<file path="src/rtl/hc_pm_pkg.sv">
package hc_pm_pkg;

    localparam int unsigned CFG_W      = 9;
    localparam int unsigned F_CTL_L1   = 0;
    localparam int unsigned F_D3_L1    = 1;
    localparam int unsigned F_IDLE     = 2;
    localparam int unsigned F_POL_MMIO = 3;
    localparam int unsigned F_POL_EXIT = 4;
    localparam int unsigned F_D3_OVR   = 5;
    localparam int unsigned F_CODE_LO  = 6;
    localparam int unsigned CODE_W     = 3;

    typedef struct packed {
        logic              ctl_l1_en;
        logic              d3_l1_en;
        logic              idle_flag;
        logic              pol_mmio;
        logic              pol_exit;
        logic              d3_ovr;
        logic [CODE_W-1:0] wait_code;
    } pm_cfg_t;

    typedef enum logic [1:0] {
        RA_IDLE = 2'd0,
        RA_WAIT = 2'd1,
        RA_ACK  = 2'd2
    } ra_state_e;

    // Added cycles for a wait code: doubling steps from 2^base, top code jumps to 2^top.
    function automatic int unsigned wait_len(input logic [CODE_W-1:0] code,
                                             input int unsigned base_log2,
                                             input int unsigned top_log2);
        int unsigned sh;
        if (code == '0) begin
            return 0;
        end else if (code == '1) begin
            return 32'd1 << top_log2;
        end else begin
            sh = base_log2 + int'(code) - 1;
            return 32'd1 << sh;
        end
    endfunction

endpackage

</file>
<file path="src/rtl/hc_idle_ctrl.sv">
module hc_idle_ctrl
    import hc_pm_pkg::*;
(
    input  logic             clk,
    input  logic             rst_n,
    input  logic             cfg_wr_en,
    input  logic [CFG_W-1:0] cfg_wr_data,
    input  logic             mmio_access,
    input  logic             hw_idle_exit,
    output pm_cfg_t          cfg_o,
    output logic             idle_clr_o
);

    typedef struct packed {
        pm_cfg_t cfg;
    } idle_state_t;

    idle_state_t s_d, s_q;
    logic        hw_clr;

    always_comb begin
        s_d    = s_q;
        hw_clr = (mmio_access  && s_q.cfg.pol_mmio) ||
                 (hw_idle_exit && s_q.cfg.pol_exit);
        if (cfg_wr_en) begin
            s_d.cfg.ctl_l1_en = cfg_wr_data[F_CTL_L1];
            // D3 enable arms only behind an override that is already held
            s_d.cfg.d3_l1_en  = cfg_wr_data[F_D3_L1] && s_q.cfg.d3_ovr;
            s_d.cfg.idle_flag = cfg_wr_data[F_IDLE];
            s_d.cfg.pol_mmio  = cfg_wr_data[F_POL_MMIO];
            s_d.cfg.pol_exit  = cfg_wr_data[F_POL_EXIT];
            s_d.cfg.d3_ovr    = cfg_wr_data[F_D3_OVR];
            s_d.cfg.wait_code = cfg_wr_data[F_CODE_LO +: CODE_W];
        end
        // hardware clear takes priority over a same-cycle software set
        if (hw_clr) begin
            s_d.cfg.idle_flag = 1'b0;
        end
    end

    always_ff @(posedge clk or negedge rst_n) begin
        if (!rst_n) begin
            s_q <= '0;
        end else begin
            s_q <= s_d;
        end
    end

    assign cfg_o      = s_q.cfg;
    assign idle_clr_o = hw_clr;

    assert_d3_needs_ovr_R4: assert property (@(posedge clk) disable iff (!rst_n)
        $rose(s_q.cfg.d3_l1_en) |-> $past(s_q.cfg.d3_ovr));

    assert_mmio_clear_R6: assert property (@(posedge clk) disable iff (!rst_n)
        (mmio_access && s_q.cfg.pol_mmio) |=> !s_q.cfg.idle_flag);

    assert_exit_clear_R7: assert property (@(posedge clk) disable iff (!rst_n)
        (hw_idle_exit && s_q.cfg.pol_exit) |=> !s_q.cfg.idle_flag);

    assert_idle_set_only_by_write_R8: assert property (@(posedge clk) disable iff (!rst_n)
        $rose(s_q.cfg.idle_flag) |-> $past(cfg_wr_en));

endmodule

</file>
<file path="src/rtl/hc_gate_ctrl.sv">
module hc_gate_ctrl (
    input  logic clk,
    input  logic rst_n,
    input  logic idle_flag,
    input  logic ctl_l1_en,
    input  logic d3_l1_en,
    input  logic d3_state,
    input  logic hw_idle,
    input  logic idle_clr,
    output logic l1_permit,
    output logic clk_gate_en
);

    typedef struct packed {
        logic gate;
    } gate_state_t;

    gate_state_t s_d, s_q;
    logic        permit;

    always_comb begin
        permit     = idle_flag && (ctl_l1_en || (d3_l1_en && d3_state));
        s_d        = s_q;
        s_d.gate   = permit && hw_idle && !idle_clr;
    end

    always_ff @(posedge clk or negedge rst_n) begin
        if (!rst_n) begin
            s_q <= '0;
        end else begin
            s_q <= s_d;
        end
    end

    assign l1_permit   = permit;
    // drops in the same cycle the flag reads clear
    assign clk_gate_en = s_q.gate && idle_flag;

    assert_gate_after_permit_R9: assert property (@(posedge clk) disable iff (!rst_n)
        $rose(clk_gate_en) |-> $past(l1_permit && hw_idle));

    assert_gate_needs_flag_R9: assert property (@(posedge clk) disable iff (!rst_n)
        $fell(idle_flag) |-> !clk_gate_en);

endmodule

</file>
<file path="src/rtl/hc_rstack_wait.sv">
module hc_rstack_wait
    import hc_pm_pkg::*;
#(
    parameter int unsigned BASE_LOG2 = 7,
    parameter int unsigned TOP_LOG2  = 17,
    parameter int unsigned CNT_W     = 18
) (
    input  logic              clk,
    input  logic              rst_n,
    input  logic [CODE_W-1:0] wait_code,
    input  logic              rst_req,
    input  logic              phy_down_done,
    output logic              rst_ack
);

    typedef struct packed {
        ra_state_e        st;
        logic [CNT_W-1:0] cnt;
        logic [CNT_W-1:0] lim;
    } ra_t;

    ra_t              s_d, s_q;
    logic [CNT_W-1:0] limit;

    assign limit = CNT_W'(wait_len(wait_code, BASE_LOG2, TOP_LOG2));

    always_comb begin
        s_d = s_q;
        unique case (s_q.st)
            RA_IDLE: begin
                if (rst_req && phy_down_done) begin
                    s_d.cnt = '0;
                    s_d.lim = limit;
                    s_d.st  = (limit == '0) ? RA_ACK : RA_WAIT;
                end
            end
            RA_WAIT: begin
                if (!rst_req) begin
                    s_d.st = RA_IDLE;
                end else if (s_q.cnt == s_q.lim - 1'b1) begin
                    s_d.st = RA_ACK;
                end else begin
                    s_d.cnt = s_q.cnt + 1'b1;
                end
            end
            RA_ACK: begin
                if (!rst_req) begin
                    s_d.st = RA_IDLE;
                end
            end
            default: s_d.st = RA_IDLE;
        endcase
    end

    always_ff @(posedge clk or negedge rst_n) begin
        if (!rst_n) begin
            s_q <= '{st: RA_IDLE, cnt: '0, lim: '0};
        end else begin
            s_q <= s_d;
        end
    end

    assign rst_ack = (s_q.st == RA_ACK);

    assert_ack_needs_req_R12: assert property (@(posedge clk) disable iff (!rst_n)
        rst_ack |-> $past(rst_req));

    assert_cnt_in_window_R10: assert property (@(posedge clk) disable iff (!rst_n)
        (s_q.st == RA_WAIT) |-> (s_q.cnt < s_q.lim));

    assert_zero_code_direct_R11: assert property (@(posedge clk) disable iff (!rst_n)
        ((s_q.st == RA_IDLE) && rst_req && phy_down_done && (wait_code == '0)) |=> rst_ack);

    assert_wait_needs_phy_R12: assert property (@(posedge clk) disable iff (!rst_n)
        ($past(s_q.st) == RA_IDLE && s_q.st != RA_IDLE) |-> $past(phy_down_done));

endmodule

</file>
<file path="src/rtl/hc_idle_rst_seq.sv">
module hc_idle_rst_seq
    import hc_pm_pkg::*;
#(
    parameter int unsigned BASE_LOG2 = 7,
    parameter int unsigned TOP_LOG2  = 17
) (
    input  logic             clk,
    input  logic             rst_n,
    input  logic             cfg_wr_en,
    input  logic [CFG_W-1:0] cfg_wr_data,
    input  logic             mmio_access,
    input  logic             hw_idle_exit,
    input  logic             hw_idle,
    input  logic             d3_state,
    input  logic             phy_down_done,
    input  logic             rst_req,
    output logic             l1_permit,
    output logic             clk_gate_en,
    output logic             rst_ack
);

    localparam int unsigned TOP_W  = (BASE_LOG2 + 6 > TOP_LOG2) ? BASE_LOG2 + 6 : TOP_LOG2;
    localparam int unsigned CNT_W  = TOP_W + 1;

    pm_cfg_t cfg;
    logic    idle_clr;

    hc_idle_ctrl u_idle (
        .clk          (clk),
        .rst_n        (rst_n),
        .cfg_wr_en    (cfg_wr_en),
        .cfg_wr_data  (cfg_wr_data),
        .mmio_access  (mmio_access),
        .hw_idle_exit (hw_idle_exit),
        .cfg_o        (cfg),
        .idle_clr_o   (idle_clr)
    );

    hc_gate_ctrl u_gate (
        .clk         (clk),
        .rst_n       (rst_n),
        .idle_flag   (cfg.idle_flag),
        .ctl_l1_en   (cfg.ctl_l1_en),
        .d3_l1_en    (cfg.d3_l1_en),
        .d3_state    (d3_state),
        .hw_idle     (hw_idle),
        .idle_clr    (idle_clr),
        .l1_permit   (l1_permit),
        .clk_gate_en (clk_gate_en)
    );

    hc_rstack_wait #(
        .BASE_LOG2 (BASE_LOG2),
        .TOP_LOG2  (TOP_LOG2),
        .CNT_W     (CNT_W)
    ) u_wait (
        .clk           (clk),
        .rst_n         (rst_n),
        .wait_code     (cfg.wait_code),
        .rst_req       (rst_req),
        .phy_down_done (phy_down_done),
        .rst_ack       (rst_ack)
    );

    assert_permit_needs_flag_R3: assert property (@(posedge clk) disable iff (!rst_n)
        l1_permit |-> cfg.idle_flag);

    assert_sw_zero_clears_R5: assert property (@(posedge clk) disable iff (!rst_n)
        (cfg_wr_en && !cfg_wr_data[F_IDLE]) |=> !l1_permit);

endmodule

</file>
<file path="config.mk">
export PLATFORM = sky130hd
export DESIGN_NAME = hc_idle_rst_seq
export DESIGN_NICKNAME = d
export VERILOG_FILES = /design/src/rtl/hc_pm_pkg.sv /design/src/rtl/hc_idle_ctrl.sv /design/src/rtl/hc_gate_ctrl.sv /design/src/rtl/hc_rstack_wait.sv /design/src/rtl/hc_idle_rst_seq.sv
export SDC_FILE = /design/constraint.sdc
export NUM_CORES = 1
export LEC_CHECK = 0
export BUFFER_PORTS_ARGS = -buffer_cell sky130_fd_sc_hd__clkbuf_2
export CAP_MARGIN = 10
export CORE_UTILIZATION = 32
export CTS_BUF_LIST = sky130_fd_sc_hd__clkbuf_4 sky130_fd_sc_hd__clkbuf_8
export CTS_CLUSTER_SIZE = 30
export DETAILED_ROUTE_END_ITERATION = 10
export GPL_TIMING_DRIVEN = 0
export PLACE_DENSITY = 0.54
export SYNTH_ARGS = -nofsm -noshare
export SYNTH_HDL_FRONTEND = slang
export SYNTH_HIERARCHICAL = 1
export SYNTH_SLANG_ARGS = --single-unit
</file>
<file path="constraint.sdc">
create_clock -name clk -period 6.4 [get_ports clk]
set_input_delay 1.28 -clock clk [delete_from_list [all_inputs] [get_ports clk]]
set_output_delay 1.28 -clock clk [all_outputs]
set_load 0.05 [all_outputs]
</file>
-- Yosys cells after proc, flatten, opt, wreduce, memory -nomap -nowiden
Index checks and enable logic that the tools add are counted.
- register bits after elaboration: 48
- input port bits: 18
- word-level logic and storage cells: 58
- add/sub/neg operators: 4
- equality and inequality tests: 9
- shifts and indexed selects: 1
- muxes and demuxes: 13
- reduce and logical (&&, ||, !) cells: 20
- operators with widths (cell ; count):
    two-way mux 18 bit ; 4
    two-way mux 38 bit ; 1
    one-hot mux 18 bit (2 select lines) ; 1
    << shifter 1 x 32 -> 18 bit (first input constant) ; 1
    subtractor 32 x 1 -> 32 bit (second input constant) ; 1
    adder 18 x 1 -> 18 bit (second input constant) ; 1
    equality test 18 bit ; 1
    zero test 18 bit ; 1
    subtractor 18 x 1 -> 18 bit (second input constant) ; 1
    logical AND 1 bit ; 9
    two-way mux 2 bit ; 4
    two-way mux 7 bit ; 1
    != test 2 bit (second input constant) ; 3
    one-hot mux 2 bit (3 select lines) ; 1
    adder 3 x 3 -> 4 bit (first input constant) ; 1
    AND reduction 4 bit ; 1
    nonzero test 2 bit ; 2
    equality test 3 bit (second input constant) ; 1
    zero test 3 bit ; 1
    != test 3 x 2 -> 1 bit (second input constant) ; 1
    AND reduction 3 bit ; 1
    equality test 2 x 1 -> 1 bit (second input constant) ; 1
    equality test 2 bit (second input constant) ; 1
    zero test 2 bit ; 1
    other kinds (5) ; 6

-- Longest topological paths before layout
Gate-level depths: netlist (run 1).
- depth after elaboration: 9
- depth in mapped cells: 12

-- Hierarchy
Netlist (run 1), hierarchy kept.
- modules (own cells, without submodules) (module ; times used ; cells each ; area an instance (µm²) ; seq. area each (µm²)):
    hc_rstack_wait ; 1 ; 287 ; 2466.1 ; 925.9
    hc_idle_ctrl ; 1 ; 23 ; 377.9 ; 225.2
    hc_gate_ctrl ; 1 ; 6 ; 60.1 ; 25.0

-- Least setup slack after synthesis (run 1)
Ideal clock, no wire load.
- path type: input to output
- start: input d3_state
- end: output l1_permit
- arrival time: 2.023 ns
- required time: 5.120 ns
- path slack: 3.097 ns
- stages on the path: 2
- path buffers: 0
- cells stage by stage: a21oi_2 nor2b_1
- word-level cells in the longest chain between the ends: 3
- ends and longest elaborated chain (element ; line ; RTL):
    start, declared ; hc_idle_rst_seq.sv:14 ; input logic d3_state,
    logical AND 1 bit ; hc_gate_ctrl.sv:22 ; permit = idle_flag && (ctl_l1_en || (d3_l1_en && d3_state));
    logical OR 1 bit ; hc_gate_ctrl.sv:22 ;
    logical AND 1 bit ; hc_gate_ctrl.sv:22 ;
    end, declared ; hc_idle_rst_seq.sv:17 ; output logic l1_permit,
Every way passes these cells.

-- Final worst setup path (run 1)
- start: register u_wait/s_q[0] (netlist name)
- end: register u_wait/s_q[33] (netlist name)
- word-level cells in the longest chain between the ends: 4
- ends and longest elaborated chain (element ; line ; RTL):
    start, declared ; hc_rstack_wait.sv:22 ; ra_t s_d, s_q;
    start signal, assigned ; hc_rstack_wait.sv:57 ; s_q <= '{st: RA_IDLE, cnt: '0, lim: '0};
    subtractor 18 x 1 -> 18 bit ; hc_rstack_wait.sv:40 ; end else if (s_q.cnt == s_q.lim - 1'b1) begin
    equality test 18 bit ; hc_rstack_wait.sv:40 ;
    != test 2 bit (no source line) ; - ;
    AND reduction 4 bit (no source line) ; - ;
Every way passes these cells.
A chain may end at the register's enable or synchronous reset.

==> summary.md, run 1 <==
| Metric | Value |
|---|---|
| Run status | `complete, no violations` |
| Peak Freq | `298 MHz` |
| Gr usage total | `15.1%` |
| Hold slack | `0.527 ns` |
| Post-Synth Simple-Gate Area | `28.7%` |
| Root Driver | `clkbuf_8` |
| Async set-reset flop share out of synthesis | `100%` |
| Core area | `8760 sq um` |
| CP Launch Type | `flop` |
| Cell variety after synth | `57` |
| H-Tree Depth | `2` |
| Drt pass-1 iters | `4` |
| # hold bufs at CTS | `0` |
| I/O pin cnt | `21` |
| Count leader, synth | `dfrtp_1` |
| Die area | `9460 sq um` |
| Maxcap violations | `0` |
| DRC Markers | `0` |
| DP HPWL | `5100 um` |
| GP Congestion | `0.787` |
| Worst Setup End Kind | `flop` |
| PortBufs | `19` |
| Max FO, Critical Path | `10` |
| Primary FF master, synth | `dfrtp_1` |
| Post-layout minimum cycle time | `3.36 ns` |
| Layout area overhead | `13.3%` |
| Vias in the first global route | `2338` |
| Reg area | `1180 sq um` |
| Max rail drop VDD | `0.133 mV` |
| Leakage | `1.40 nW` |
| Critical Path AT | `3.58 ns` |
| Largest family of logic cells by synthesized area | `simple AND/OR/NAND/NOR gates` |
| Post-synthesis cell count | `316` |
| Syn_nets | `337` |
| Max-slew violation count | `0` |
| # fillers | `920` |
| Initial core utilization | `33.1%` |
| Clock-pin slew on the worst setup and hold paths | `0.09 ns` |
| PostCTS Resize Cnt | `0` |
| Worst-Skew Late Latency | `0.30 ns` |
| Routed WL | `6870 um` |
| Vias | `2444` |
| XOR/XNOR share of the synthesized area | `5.73%` |
| Post-Syn Area | `2900 sq um` |
| Post-synth top area share | `40.5%` |
| Worst Tran Pin Value | `0.725 ns` |
| Remaining global-route overflow | `0` |
| N_diodes | `0` |
| Type of the worst setup path | `reg2reg` |
| Synth warnings | `6` |
| CTS tree | `done` |
| Initial antenna violation count | `0` |
| Synth Area in Compound Gates | `14.4%` |
| Final cycle utilization of the critical path | `52.5%` |
| Syn Area/Cell | `9.19 sq um` |
| Largest net degree at the start of global routing | `48` |
| Clock sink total | `47` |
| Synth area leader | `dfrtp_1` |
| Post CTS Setup Buffer Count | `0` |
| #FFs+latches synth | `47` |
| Setup tns final | `0 ns` |
| Crit path from | `u_wait/s_q[0]` |
| Required time worst endpoint | `6.62 ns` |
| Die span in x | `97.3 um` |
| Via/cell ratio | `5.41` |
| Row cnt | `34` |
| Multi-input gate area | `1610 sq um` |
| Register area share after synthesis | `40.5%` |
| Hold wc startpoint | `u_idle/cfg_o[5]` |
| Post-synth EDFFs | `0` |
| Setup Skew | `0.00856 ns` |
| Multiplexer share of the synthesized area | `5.34%` |
| Post-Synth Adder-Cell Area | `1.29%` |
| Commonest cells in the synthesized netlist | `dfrtp_1, nand2_1, o21ai_0` |
| First-pass GRT wire length | `11600 um` |
| RSZ-0062 raised after global routing | `no` |
| Share of layout cells above drive strength 1 | `14.8%` |
| Nets | `364` |
| Max clock buf depth | `2` |
| DRT antenna net count | `0` |
| Max_slew headroom | `51.5%` |
| Pwr per Cell Area | `238 nW/um^2` |
| Final setup vio count | `0` |
| Hold Fails Final Rpt | `0` |
| Worst r2r src | `u_wait/s_q[0]` |
| Die Y-Extent | `97.3 um` |
| DR iter-0 viols | `137` |
| Worst hold-check path type | `reg2reg` |
| Synth area leaders | `dfrtp_1, nand2_1, xnor2_1, mux2_4, o21ai_0` |
| Routed wire per std cell | `15.2 um` |
| CTS Buf Count | `5` |
[area by class of cell]
| type | count | area share [%] |
|---|---|---|
| Clock buffer | 6 | 2.32 |
| Timing Repair Buffer | 20 | 3.50 |
| Inverter | 10 | 1.14 |
| Buffer | 15 | 2.43 |
| Sequential cell | 47 | 35.7 |
| Clock inverter | 2 | 1.83 |
| Multi-Input combinational cell | 244 | 48.9 |
| Tap cell | 108 | 4.11 |
[metrics by stage]
step	std cells	setup slack [ns]	area [sq um]	util, %	power (mW)
5_1_grt	452	2.76	3290	37.6	0.824
2_1_floorplan	316	3.10	2900	-	0.476
3_3_place_gp	443	3.16	3130	35.8	0.521
3_5_place_dp	443	3.08	3130	35.8	0.525
6_report	452	3.04	3290	37.6	0.782
4_1_cts	451	3.05	3270	37.3	0.789
[report_power, final]
part / switching [mW] / total, mW / internal [mW]
registers: 0.0226 / 0.337 / 0.315
logic: 0.101 / 0.184 / 0.0822
clock network: 0.101 / 0.261 / 0.160
total: 0.225 / 0.782 / 0.557
[cell families (layout without fill, tap and decap cells)]
kind of cell,count (synthesis),after routing
AO/OA/AOI/OAI,65,65
XOR/XNOR,19,19
adder cells (fa/ha/maj),3,3
buffers and inverters,25,53
flip-flops,47,47
multiplexers,12,12
AND/OR/NAND/NOR,145,145
[per-layer routing]
| metal | up-vias | routed length (um) | track usage (%) |
|---|---|---|---|
| met5 | - | 0 | 0 |
| met4 | 0 | 148 | 5.20 |
| met3 | 14 | 243 | 2.73 |
| met2 | 57 | 3220 | 23.5 |
| met1 | 1162 | 3260 | 21.0 |
| li1 | 1211 | - | - |
[path summary, 6_finish.rpt]
kind	endpoint	slack, ns	cells after the start
hold / removal	u_idle/cfg_o[5]	0.53	1
max in group asynchronous	u_wait/s_q[12]	4.95	2
setup reg to reg	u_wait/s_q[33]	3.04	12
setup / recovery	u_wait/s_q[33]	3.04	12
min in group asynchronous	u_wait/s_q[21]	0.93	1
hold reg to reg	u_idle/cfg_o[5]	0.53	1
[placed cells by master (no fill, tap or decap), types with 6 or more instances in the layout]
| cell | n |
|---|---|
| a21oi_1 | 14 |
| clkbuf_1 | 10 |
| clkbuf_2 | 19 |
| dfrtp_1 | 47 |
| inv_1 | 10 |
| mux2_4 | 7 |
| nand2_1 | 39 |
| nand2b_1 | 7 |
| nand3_1 | 9 |
| nand4_1 | 7 |
| nor2_1 | 11 |
| nor2b_1 | 8 |
| nor3_1 | 9 |
| nor4_1 | 7 |
| o21ai_0 | 20 |
| o31ai_1 | 11 |
| or3_1 | 14 |
| or4_1 | 11 |
| xnor2_1 | 13 |
| xor2_1 | 6 |
[registers in the layout, summed over array words and instances (netlist names)]
register      flops
u_wait/s_q       37
u_idle/cfg_o      9
u_gate/s_q        1
[critical path, cell delays in order, from the launching register on]
cell and delay (ns):
dfrtp_1 0.42, inv_1 0.08, ha_1 0.21, or3b_1 0.35, clkbuf_1 0.24, or4_1 0.54
a32oi_1 0.22, a21boi_2 0.19, or4b_4 0.19, nor2_2 0.06, buf_6 0.13, or4_1 0.49
a21oi_1 0.15
Note: power is estimated with default switching activity, not from simulation.
==> run 2, diff against run 1 <==
PLACE_DENSITY = 0.55   (was 0.54)
clock period = 2.9 ns   (was 6.4 ns; I/O delays follow)
==> summary.md, run 2 (synthesized netlist as in run 1, its figures left out) <==
| Metric | Value |
|---|---|
| DRT antenna net count | `0` |
| Die Y-Extent | `97.3 um` |
| Nets | `382` |
| Run status | `complete, but fails checks` |
| Setup Skew | `0.00614 ns` |
| Hold slack | `0.223 ns` |
| Share of layout cells above drive strength 1 | `27.3%` |
| Clock sink total | `47` |
| DP HPWL | `5100 um` |
| Leakage | `1.53 nW` |
| Worst Setup End Kind | `flop` |
| CP max-delay cell | `or4b_4` |
| Final WS setup | `-0.136 ns` |
| Initial core utilization | `33.1%` |
| CTS tree | `done` |
| Peak Freq | `329 MHz` |
| Max reg flops | `37` |
| WP depth | `10` |
| Root Driver | `clkbuf_8` |
| PortBufs | `19` |
| Row cnt | `34` |
| Critical Path AT | `3.20 ns` |
| Die span in x | `97.3 um` |
| Gr usage total | `16.2%` |
| DR iter-0 viols | `149` |
| Die area | `9460 sq um` |
| N_diodes | `0` |
| Initial antenna violation count | `0` |
| Final instance area | `3630 sq um` |
| CP Launch Type | `flop` |
| Max-slew violation count | `0` |
| Final core utilization | `41.4%` |
| Vias | `2576` |
| GP Congestion | `0.781` |
| Required time worst endpoint | `3.06 ns` |
| Maxcap violations | `0` |
| Final cycle utilization of the critical path | `105%` |
| Via/cell ratio | `5.48` |
| RSZ-0062 raised after global routing | `yes` |
| Worst-Skew Late Latency | `0.30 ns` |
| Max_slew headroom | `42.8%` |
| R2R cell count | `10` |
| # hold bufs at CTS | `0` |
| Routed WL | `7420 um` |
| Max clock buf depth | `2` |
| Commonest non-fill, non-tap cell in the layout | `dfrtp_1` |
| First-pass GRT wire length | `12400 um` |
| Drt pass-1 iters | `4` |
| CP Cell Sequence | `buf_6, or4_4, or4b_1, nand3_1, o21ai_1, or4b_4, buf_6, o21ai_4, or3_1, a21oi_1` |
| Routed wire per std cell | `15.8 um` |
| Largest net degree at the start of global routing | `48` |
| I/O pin cnt | `21` |
| CTS Buf Count | `5` |
| Area after DPL | `3160 sq um` |
| Max FO, Critical Path | `6` |
| Type of the worst setup path | `reg2reg` |
| Failing checks | `setup timing` |
| Final setup vio count | `18` |
| Layout area overhead | `25.0%` |
| Clock-pin slew on the worst setup and hold paths | `0.09 ns` |
| H-Tree Depth | `2` |
| CP bufs+invs | `2` |
| Vias in the first global route | `2496` |
| Worst hold-check path type | `in2async` |
| Max rail drop VDD | `0.249 mV` |
| Cell mode on critical path | `buf_6` |
| Hold Fails Final Rpt | `0` |
| DRC Markers | `0` |
| Core area | `8760 sq um` |
| Post-layout minimum cycle time | `3.04 ns` |
| Worst path top cell family by delay | `simple AND/OR/NAND/NOR gates` |
| Most frequent cells in the layout | `dfrtp_1, nand2_1, clkbuf_2` |
| Pwr per Cell Area | `510 nW/um^2` |
| Largest Register | `u_wait/s_q` |
| Largest stage delay, worst path | `0.61 ns` |
| Remaining global-route overflow | `0` |
| Worst Tran Pin Value | `0.855 ns` |
## run 2: cell count changes in the layout (fill, tap and decap cells not counted), sizes merged
cell    before  now
clkbuf      35   30
buf          6   29
## run 2: metrics by stage
stage          total power, mW  setup WS (ns)  TNS, ns  cells
3_5_place_dp              1.18         -0.315    -4.97    443
3_3_place_gp              1.17         -0.285    -4.70    443
5_1_grt                   1.96         -0.308    -4.48    470
2_1_floorplan             1.07         0.0166        0    316
4_1_cts                   1.82         -0.106    -1.19    463
6_report                  1.85         -0.136    -1.32    470
## run 2: timing repair
action	CTS	global route
gates cloned	2	0
endpoints found under the setup margin	20	20
gates resized for setup	28	22
setup buffers	13	6
pin swaps	24	10
## run 2: cell type report
class	instances	area, sq um
clock inverter	2	60.1
clock buffer	6	76.3
sequential	47	1180
fill	875	5130
buffer	12	86.3
timing repair buffer	41	303
tap	108	135
inverter	10	37.5
multi-input combinational	244	1750
## run 2: worst register-to-register path, stage by stage (launching register included)
cell,delay [ns]
dfrtp_1,0.41
buf_6,0.13
or4_4,0.57
or4b_1,0.48
nand3_1,0.08
o21ai_1,0.06
or4b_4,0.61
buf_6,0.16
o21ai_4,0.22
or3_1,0.14
a21oi_1,0.05
## run 2: worst paths after layout
path / start / end / slack [ns]
max: u_wait/s_q[0] / u_wait/s_q[21] / -0.14
min: rst_n / u_wait/s_q[33] / 0.22
max reg2reg: u_wait/s_q[0] / u_wait/s_q[21] / -0.14
min reg2reg: u_idle/cfg_o[3] / u_idle/cfg_o[7] / 0.52
max in group asynchronous: rst_n / u_wait/s_q[4] / 2.15
min in group clk: hw_idle / u_gate/s_q / 0.49
## run 2: per-layer routing
layer | global-route usage, % | routed length (um) | up-vias | share of wire [%]
met3 | 2.59 | 231 | 12 | 3.1
li1 | - | - | 1256 | -
met2 | 26.6 | 3490 | 52 | 47
met1 | 22.0 | 3590 | 1256 | 48
met4 | 4.98 | 114 | 0 | 1.5
met5 | 0 | 0 | - | 0
## run 2: power by group
part / total, mW / internal, mW / switching [mW]
clock: 0.572 / 0.354 / 0.218
combinational: 0.530 / 0.268 / 0.261
sequential: 0.751 / 0.695 / 0.0564
==> run 3, diff against run 2 <==
PLACE_DENSITY = 0.51   (was 0.55)
SKIP_LAST_GASP = 1   (was not set)
clock period = 3.2 ns   (was 2.9 ns; I/O delays follow)
==> summary.md, run 3 (synthesized netlist as in run 1, its figures left out) <==
| Metric | Value |
|---|---|
| CTS tree | `done` |
| Max reg flops | `37` |
| Final setup vio count | `0` |
| # fillers | `928` |
| Final core utilization | `38.2%` |
| Layout area overhead | `15.2%` |
| Pwr per Cell Area | `439 nW/um^2` |
| Via/cell ratio | `5.42` |
| Int Power | `0.987 mW` |
| Clock-pin slew on the worst setup and hold paths | `0.10 ns` |
| Share of layout cells above drive strength 1 | `19.9%` |
| GP Congestion | `0.774` |
| Critical Path AT | `3.29 ns` |
| DR iter-0 viols | `110` |
| Hold Fails Final Rpt | `0` |
| Die Y-Extent | `97.3 um` |
| DP HPWL | `5210 um` |
| # hold bufs at CTS | `0` |
| Clock sink total | `47` |
| N_diodes | `0` |
| RSZ-0062 raised after global routing | `yes` |
| Area after DPL | `3130 sq um` |
| Largest Register | `u_wait/s_q` |
| Commonest non-fill, non-tap cell in the layout | `dfrtp_1` |
| Max-slew violation count | `0` |
| Routed WL | `7220 um` |
| Max rail drop VDD | `0.168 mV` |
| Maxcap violations | `0` |
| CP Launch Type | `flop` |
| Peak Freq | `326 MHz` |
| Psw | `0.479 mW` |
| Setup Skew | `0.0103 ns` |
| Die span in x | `97.3 um` |
| Initial core utilization | `33.1%` |
| First-pass GRT wire length | `12100 um` |
| Final instance area | `3340 sq um` |
| CTS Buf Count | `5` |
| DRT antenna net count | `0` |
| Vias | `2464` |
| Drt pass-1 iters | `4` |
| Final cycle utilization of the critical path | `95.7%` |
| Max_slew headroom | `52.0%` |
| Run status | `complete, no violations` |
| Largest net degree at the start of global routing | `48` |
| Gr usage total | `15.9%` |
| Core area | `8760 sq um` |
| Leakage | `1.40 nW` |
| Comb power frac | `28.1%` |
| Row cnt | `34` |
| Nets | `367` |
| Worst Tran Pin Value | `0.718 ns` |
| DRC Markers | `0` |
| Worst Setup End Kind | `flop` |
| I/O pin cnt | `21` |
| Most frequent cells in the layout | `dfrtp_1, nand2_1, o21ai_0` |
| Clock power share | `25.5%` |
| Remaining global-route overflow | `0` |
| Initial antenna violation count | `0` |
| Routed wire per std cell | `15.9 um` |
| PortBufs | `19` |
| Max FO, Critical Path | `10` |
| Post-layout minimum cycle time | `3.06 ns` |
| Sequential share of power | `46.4%` |
| Worst-Skew Late Latency | `0.30 ns` |
| Die area | `9460 sq um` |
| Vias in the first global route | `2411` |
| Max clock buf depth | `2` |
| Root Driver | `clkbuf_8` |
| Worst hold-check path type | `in2async` |
| H-Tree Depth | `2` |
| Required time worst endpoint | `3.43 ns` |
| Type of the worst setup path | `reg2reg` |
| Switch share | `32.7%` |
## run 3: cell count changes in the layout (fill, tap and decap cells not counted), sizes merged
cell / delta
buf: -15
bufinv: -2
clkinvlp: +2
clkbuf: -1
inv: +1
## run 3: timing repair
action,in CTS,in global routing
resized for setup,4,12
buffers inserted,0,7
endpoints found under the setup margin,17,19
pin swaps,0,6
## run 3: cell type report
cell class                 count  area, sq um  share of cell area [%]
buffer                        11         71.3                    2.13
clock buffer                   5         68.8                    2.06
clock inverter                 3         23.8                   0.711
inverter                      10         37.5                    1.12
multi-input combinational    244         1660                    49.7
sequential                    47         1180                    35.2
tap                          108          135                    4.04
timing repair buffer          27          168                    5.01
## run 3: final timing paths
check / endpoint / slack [ns] / cells past startpoint / from
setup / recovery: u_wait/s_q[33] / 0.14 / 11 / u_wait/s_q[1]
hold / removal: u_wait/s_q[34] / 0.26 / 1 / rst_n
setup reg to reg: u_wait/s_q[33] / 0.14 / 11 / u_wait/s_q[1]
hold reg to reg: u_idle/cfg_o[4] / 0.53 / 1 / u_idle/cfg_o[4]
max in group asynchronous: u_wait/s_q[10] / 2.42 / 2 / rst_n
min in group clk: u_idle/cfg_o[4] / 0.53 / 1 / u_idle/cfg_o[4]
## run 3: per-stage QoR
step	hold slack, ns	total power, mW	setup TNS [ns]	std cells	worst slack [ns]
2_1_floorplan	0.344	0.952	0	316	0.211
3_3_place_gp	0.495	1.05	-0.410	443	-0.0595
3_5_place_dp	0.495	1.05	-0.826	443	-0.0969
4_1_cts	0.529	1.44	0	449	0.00972
5_1_grt	0.280	1.56	-0.127	455	-0.0345
6_report	0.258	1.47	0	455	0.137
## run 3: worst max-delay path: stages, from the launching register on
cell and delay, ns:
dfrtp_1 0.42, inv_2 0.09, ha_4 0.15, or3b_4 0.43, or4_1 0.48, a32oi_1 0.20, a21boi_2 0.19, or4b_4 0.20
nor2_4 0.06, buf_6 0.14, or4_1 0.50, a21oi_1 0.13
## run 3: power by group through the flow
stage	Combinational, mW	Clock, mW	Sequential (mW)
6_report	0.413	0.374	0.681
5_1_grt	0.459	0.413	0.688
2_1_floorplan	0.280	0	0.672
3_5_place_dp	0.363	0	0.687
4_1_cts	0.374	0.393	0.676
3_3_place_gp	0.359	0	0.687
## run 3: per-layer routing
metal | global-route usage [%] | up-vias | wire length (um)
met4 | 3.85 | 0 | 28
met1 | 21.4 | 1196 | 3500
met2 | 26.5 | 43 | 3440
met5 | 0 | - | 0
met3 | 2.59 | 2 | 255
li1 | - | 1223 | -
